`src/rtl/i2c_stat_pkg.sv`:
```
package i2c_stat_pkg;
  localparam int STAT_W   = 8;
  localparam int B_XFER   = 0;
  localparam int B_RXRDY  = 1;
  localparam int B_TXRDY  = 2;
  localparam int B_SVRD   = 3;
  localparam int B_SVACC  = 4;
  localparam int B_GCALL  = 5;
  localparam int B_OVR    = 6;
  localparam int B_NACK   = 7;

  // simple set/clear cells, index into the cell vector
  localparam int NUM_CELLS = 5;
  typedef enum int {
    C_XFER  = 0,
    C_RXRDY = 1,
    C_GCALL = 2,
    C_OVR   = 3,
    C_NACK  = 4
  } cell_idx_e;
endpackage

```
`src/rtl/stat_flag_cell.sv`:
```
module stat_flag_cell (
  input  logic clk,
  input  logic rst_n,
  input  logic set_i,
  input  logic clr_i,
  output logic q_o
);
  always_ff @(posedge clk or negedge rst_n) begin
    if (!rst_n)     q_o <= 1'b0;
    else if (set_i) q_o <= 1'b1;
    else if (clr_i) q_o <= 1'b0;
  end


  set_wins_chk: assert property (@(posedge clk) disable iff (!rst_n)
    set_i |=> q_o);

  clr_takes_chk: assert property (@(posedge clk) disable iff (!rst_n)
    (clr_i && !set_i) |=> !q_o);
endmodule

```
`src/rtl/stat_tx_ready.sv`:
```
module stat_tx_ready (
  input  logic clk,
  input  logic rst_n,
  input  logic master_mode,
  input  logic ev_shift_load,
  input  logic ev_ack,
  input  logic ev_nack,
  input  logic master_en,
  input  logic thr_wr,
  input  logic nack_q,
  output logic tx_rdy_o
);
  logic set_m, set_s, set_any, blocked, clr;

  always_comb begin
    set_m   = ev_shift_load | ev_nack | master_en;
    set_s   = ev_ack | ev_nack;
    set_any = master_mode ? set_m : set_s;
    blocked = !master_mode && tx_rdy_o && nack_q;
    clr     = thr_wr && !blocked;
  end

  always_ff @(posedge clk or negedge rst_n) begin
    if (!rst_n)       tx_rdy_o <= 1'b0;
    else if (set_any) tx_rdy_o <= 1'b1;
    else if (clr)     tx_rdy_o <= 1'b0;
  end


  master_set_chk: assert property (@(posedge clk) disable iff (!rst_n)
    (master_mode && (ev_shift_load || ev_nack || master_en)) |=> tx_rdy_o);

  blocked_wr_chk: assert property (@(posedge clk) disable iff (!rst_n)
    (!master_mode && tx_rdy_o && nack_q && thr_wr) |=> tx_rdy_o);
endmodule

```
`src/rtl/stat_slave_access.sv`:
```
module stat_slave_access (
  input  logic clk,
  input  logic rst_n,
  input  logic master_mode,
  input  logic ev_addr_match,
  input  logic ev_rw,
  input  logic ev_nack,
  input  logic ev_stop,
  output logic sv_acc_o,
  output logic sv_rd_o
);
  logic rd_q, hit;

  assign hit = ev_addr_match && !master_mode;

  always_ff @(posedge clk or negedge rst_n) begin
    if (!rst_n) begin
      sv_acc_o <= 1'b0;
      rd_q     <= 1'b0;
    end else begin
      if (hit) begin
        sv_acc_o <= 1'b1;
        rd_q     <= ev_rw;
      end else if (ev_nack || ev_stop) begin
        sv_acc_o <= 1'b0;
      end
    end
  end

  assign sv_rd_o = rd_q & sv_acc_o;


  drop_chk: assert property (@(posedge clk) disable iff (!rst_n)
    ((ev_nack || ev_stop) && !hit) |=> !sv_acc_o);

  dir_capture_chk: assert property (@(posedge clk) disable iff (!rst_n)
    hit |=> (sv_acc_o && (sv_rd_o == $past(ev_rw))));
endmodule

```
`src/rtl/i2c_stat_flags.sv`:
```
module i2c_stat_flags
  import i2c_stat_pkg::*;
(
  input  logic              clk,
  input  logic              rst_n,
  input  logic              master_mode,
  input  logic              ev_shift_load,
  input  logic              ev_rx_byte,
  input  logic              ev_ack,
  input  logic              ev_nack,
  input  logic              ev_stop,
  input  logic              ev_addr_match,
  input  logic              ev_gcall,
  input  logic              ev_rw,
  input  logic              ev_xfer_done,
  input  logic              thr_wr,
  input  logic              rhr_rd,
  input  logic              sr_rd,
  input  logic              master_en,
  output logic [STAT_W-1:0] status_o
);
  logic [NUM_CELLS-1:0] set_v, clr_v, q_v;
  logic sv_acc, sv_rd, tx_rdy;

  always_comb begin
    set_v[C_XFER]  = ev_xfer_done | (master_mode & ev_nack);
    clr_v[C_XFER]  = thr_wr;
    set_v[C_RXRDY] = ev_rx_byte;
    clr_v[C_RXRDY] = rhr_rd;
    set_v[C_GCALL] = ev_gcall & ~master_mode;
    clr_v[C_GCALL] = sr_rd;
    set_v[C_OVR]   = master_mode & ev_rx_byte & q_v[C_RXRDY];
    clr_v[C_OVR]   = sr_rd & q_v[C_XFER];
    set_v[C_NACK]  = ev_nack & (master_mode | (sv_acc & sv_rd));
    clr_v[C_NACK]  = sr_rd;
  end

  for (genvar i = 0; i < NUM_CELLS; i++) begin : g_cell
    stat_flag_cell u_cell (
      .clk   (clk),
      .rst_n (rst_n),
      .set_i (set_v[i]),
      .clr_i (clr_v[i]),
      .q_o   (q_v[i])
    );
  end

  stat_slave_access u_sacc (
    .clk           (clk),
    .rst_n         (rst_n),
    .master_mode   (master_mode),
    .ev_addr_match (ev_addr_match),
    .ev_rw         (ev_rw),
    .ev_nack       (ev_nack),
    .ev_stop       (ev_stop),
    .sv_acc_o      (sv_acc),
    .sv_rd_o       (sv_rd)
  );

  stat_tx_ready u_txr (
    .clk           (clk),
    .rst_n         (rst_n),
    .master_mode   (master_mode),
    .ev_shift_load (ev_shift_load),
    .ev_ack        (ev_ack),
    .ev_nack       (ev_nack),
    .master_en     (master_en),
    .thr_wr        (thr_wr),
    .nack_q        (q_v[C_NACK]),
    .tx_rdy_o      (tx_rdy)
  );

  always_comb begin
    status_o          = '0;
    status_o[B_XFER]  = q_v[C_XFER];
    status_o[B_RXRDY] = q_v[C_RXRDY];
    status_o[B_TXRDY] = tx_rdy;
    status_o[B_SVRD]  = sv_rd;
    status_o[B_SVACC] = sv_acc;
    status_o[B_GCALL] = q_v[C_GCALL];
    status_o[B_OVR]   = q_v[C_OVR];
    status_o[B_NACK]  = q_v[C_NACK];
  end


  master_nack_chk: assert property (@(posedge clk) disable iff (!rst_n)
    (master_mode && ev_nack) |=> (status_o[B_NACK] && status_o[B_XFER] && status_o[B_TXRDY]));

  ovr_hold_chk: assert property (@(posedge clk) disable iff (!rst_n)
    (sr_rd && !status_o[B_XFER] && !ev_rx_byte) |=> $stable(status_o[B_OVR]));

  slave_write_nack_chk: assert property (@(posedge clk) disable iff (!rst_n)
    (!master_mode && !status_o[B_SVRD] && !status_o[B_NACK] && !sr_rd) |=> !status_o[B_NACK]);

  gcall_master_chk: assert property (@(posedge clk) disable iff (!rst_n)
    (master_mode && !status_o[B_GCALL]) |=> !status_o[B_GCALL]);
endmodule

```
`config.mk`:
```
export PLATFORM = sky130hd
export DESIGN_NAME = i2c_stat_flags
export DESIGN_NICKNAME = d
export VERILOG_FILES = /design/src/rtl/i2c_stat_pkg.sv /design/src/rtl/stat_flag_cell.sv /design/src/rtl/stat_tx_ready.sv /design/src/rtl/stat_slave_access.sv /design/src/rtl/i2c_stat_flags.sv
export SDC_FILE = /design/constraint.sdc
export NUM_CORES = 1
export LEC_CHECK = 0
export ABC_AREA = 1
export BUFFER_PORTS_ARGS = -buffer_cell sky130_fd_sc_hd__buf_2
export CAP_MARGIN = 20
export CORE_AREA = 2 2 39 41
export DETAILED_ROUTE_END_ITERATION = 8
export DIE_AREA = 0 0 41 43
export GPL_TIMING_DRIVEN = 0
export PLACE_DENSITY = 0.66
export SLEW_MARGIN = 10
export SYNTH_ARGS = -nofsm -noshare
export SYNTH_HDL_FRONTEND = slang
export SYNTH_SLANG_ARGS = --single-unit
```
`constraint.sdc`:
```
create_clock -name clk -period 0.8 [get_ports clk]
set_input_delay 0.08 -clock clk [delete_from_list [all_inputs] [get_ports clk]]
set_output_delay 0.08 -clock clk [all_outputs]
set_load 0.005 [all_outputs]
```
==> impl_results.md <==
- # diodes: 0
- CTS tree: built
- Mapped Cells: 51
- Sequential-to-total area share from yosys stat: 0.488
- Die Width: a little over 40 um
- CP Launch Point: u_sacc.sv_acc_o$_DFFE_PN0P_
- Worst R2R Start: u_sacc.sv_acc_o$_DFFE_PN0P_
- Placed Area: between 500 and 600 um2
- Worst VDD drop: ~0.86 mV
- Yosys top cell area share: 0.488
- Top cells by area in the synthesized netlist: dfrtp_1 49%, buf_4 15%, nand2_1 14%, inv_1 5.5%, nand3_1 3.7%
- Fill cell count: 130
- Reg-to-reg setup timing slack: -0.11 ns
- CTS root buf: clkbuf_4
- Worst Skew: between 0.007 and 0.008 ns
- Nets: slightly below 100
- Initial DRC count: 4
- Final cell count without fillers: between 90 and 100
- Main synth FF type: dfrtp_1
- Post-detailed-placement half-perimeter wirelength: 641 um
- Cell taking the most area after synthesis: dfrtp_1
- Mapped Area: ~410 um2
- Synth cell count leaders: 15 x nand2_1, 8 x buf_4, 8 x dfrtp_1
- Relative slew slack: 0.877
- First-pass GRT wire length: 1360 um
- Pre-antenna DRT Iters: 4
- Setup_tns: -0.792 ns
- MaxCap Viol Count: 0
- Clock Latency Late Sink: 0.25 ns
- Input/output buffers: 23
- Min-Delay Path Class: input pin to flop
- Worst setup EP type: primary output
- Die area: approximately 1800 um2
- GP Congestion: 0.741
- Synthesis-to-layout area growth: 60.7%
- Synthesized area per cell: 8.05 um2
- Final period util: 1.20
- Antenna violations before repair: 0
- Drt total wl: a little under 900 um
- Pins over their slew limit: 0
- Initial core utilization: 0.297
- Post-placement cell count: 90
- H-tree lvl count: 1
- RSZ-0062 raised after global routing: true
- Drt drc: 0
- Worst-path clk slew: around 0.060 ns
- Clock sinks: 8
- Fraction of registers with async set/reset: 1.00
- Setup slack after layout: -0.158 ns
- Crit-path max FO: 3
- Count leader, synth: nand2_1
- Leakage: approximately 0.37 nW
- Largest net degree at the start of global routing: 9
- Post-route antenna net violation count: 0
- Mapped Nets: 67
- Worst r2r path cells: 4
- Status: finished with violations
- Final Instance Area: around 660 um2
- Vias/cell: 4.16
- Endpoints failing setup: 11
- Critical path launch point type: flop
- FF+latch count, synth: 8
- Vias in the first global route: roughly 350
- Reg2reg end: g_cell[4].u_cell.q_o$_DFFE_PN0P_
- Min Tclk post-route: roughly 0.96 ns
- Core ar.: approximately 1400 um2
- Post-synth EDFFs: 0
- Die H: around 43 um
- Vias: approximately 400
- Drt wl/cell: 9.09 um
- P per Cell Area: approximately 1600 nW/um2
- Arr. time, crit path: around 0.9 ns
- Row count: 14
- Synth cell types: 12
- Cts bufs inserted: 3
- Fin. Hold Viols: 0
- Clock Tree Buf Depth: 2
- Failing checks: negative setup slack
- Worst Tran Pin Value: 0.185 ns
- Worst Path Required: approximately 0.72 ns
- Hold Path Origin: ev_stop
- Kind of critical path: flop to primary output
- I/O pin cnt: 24
- Total gr overflow: 0
- GRT Util Overall: 0.116
- Ys Warns: 0
- CP Capture Point: status_o[4]
- Max Freq: 1040 MHz
- Layout cell share with drive strength beyond 1: 0.500
flip-flops by register name, summed over array words and instances (netlist names):
| name | flops |
|---|---|
| g_cell.u_cell.q_o | 5 |
| u_sacc.rd_q | 1 |
| u_sacc.sv_acc_o | 1 |
| u_txr.tx_rdy_o | 1 |
through the flow:
stage | utilization | setup WS, ns | power (mW) | hold slack, ns
4_1_cts | 0.468 | -0.154 | 1.04 | 0.00535
6_report | 0.476 | -0.158 | 1.04 | 0.0104
2_1_floorplan | - | 0.130 | 0.572 | -0.216
3_5_place_dp | 0.394 | -0.00195 | 0.669 | -0.0657
5_1_grt | 0.476 | -0.198 | 1.11 | 0.00311
3_3_place_gp | 0.394 | 0.00542 | 0.662 | -0.0704
layout make-up:
type | instances | area [um2] | share of cell area
buffer | 2 | 22.5 | 0.0342
clock buffer | 3 | 22.5 | 0.0342
inverter | 7 | 26.3 | 0.0398
multi-input combinational | 28 | 131 | 0.199
sequential | 8 | 200 | 0.304
tap | 16 | 20.0 | 0.0304
timing repair buffer | 32 | 236 | 0.359
kinds of logic (layout without fill, tap and decap cells):
logic type      Yosys count  count (layout)  share of synthesized area
compound gates            6               6                     0.0854
simple gates             22              22                      0.216
buf+inv                  15              44                      0.210
flops                     8               8                      0.488
how the worst min path moves through the flow:
stage                                             to  slack [ns]  cells past startpoint
finish                   u_sacc.sv_acc_o$_DFFE_PN0P_        0.01                      2
floorplan           g_cell[0].u_cell.q_o$_DFFE_PN0P_       -0.22                      0
CTS                      u_sacc.sv_acc_o$_DFFE_PN0P_       0.005                      2
global route             u_sacc.sv_acc_o$_DFFE_PN0P_       0.003                      2
detailed placement        u_txr.tx_rdy_o$_DFFE_PN0P_       -0.07                      1
global placement             u_sacc.rd_q$_DFFE_PN0P_       -0.07                      1
critical path: stages, from the launching register on:
cell and delay (ns):
dfrtp_1 0.41, buf_6 0.12, buf_6 0.10
power breakdown:
part	switching (mW)	leakage, nW	total [mW]	internal [mW]
clock network	0.129	0.0138	0.300	0.171
registers	0.0262	0.0918	0.467	0.441
logic	0.0990	0.267	0.273	0.174
cells in the final DEF, fill, tap and decap left out:
master,count
inv_2,1
nand3_1,2
buf_2,16
clkbuf_4,3
nand2_2,2
o211ai_1,1
o21bai_1,1
inv_1,6
a21oi_1,1
o21ai_0,3
dlygate4sd3_1,1
buf_6,11
dfrtp_1,8
nand2_1,14
buf_4,6
nor2_1,3
nand3_2,1
metal layers:
metal,up-vias,global-route usage,share of wire
met2,16,0.153,0.44
met1,170,0.168,0.48
met3,2,0.0314,0.065
met5,-,0,0
li1,211,-,-
met4,0,0.0600,0.0069
repair_timing:
item	CTS	global route
pin swaps	1	2
endpoints found under the setup margin	8	11
hold endpoints to repair	8	0
gates resized for setup	10	4
hold buffers	1	0
buffers inserted	7	1
No activity file was read; power rests on OpenSTA's default activity.
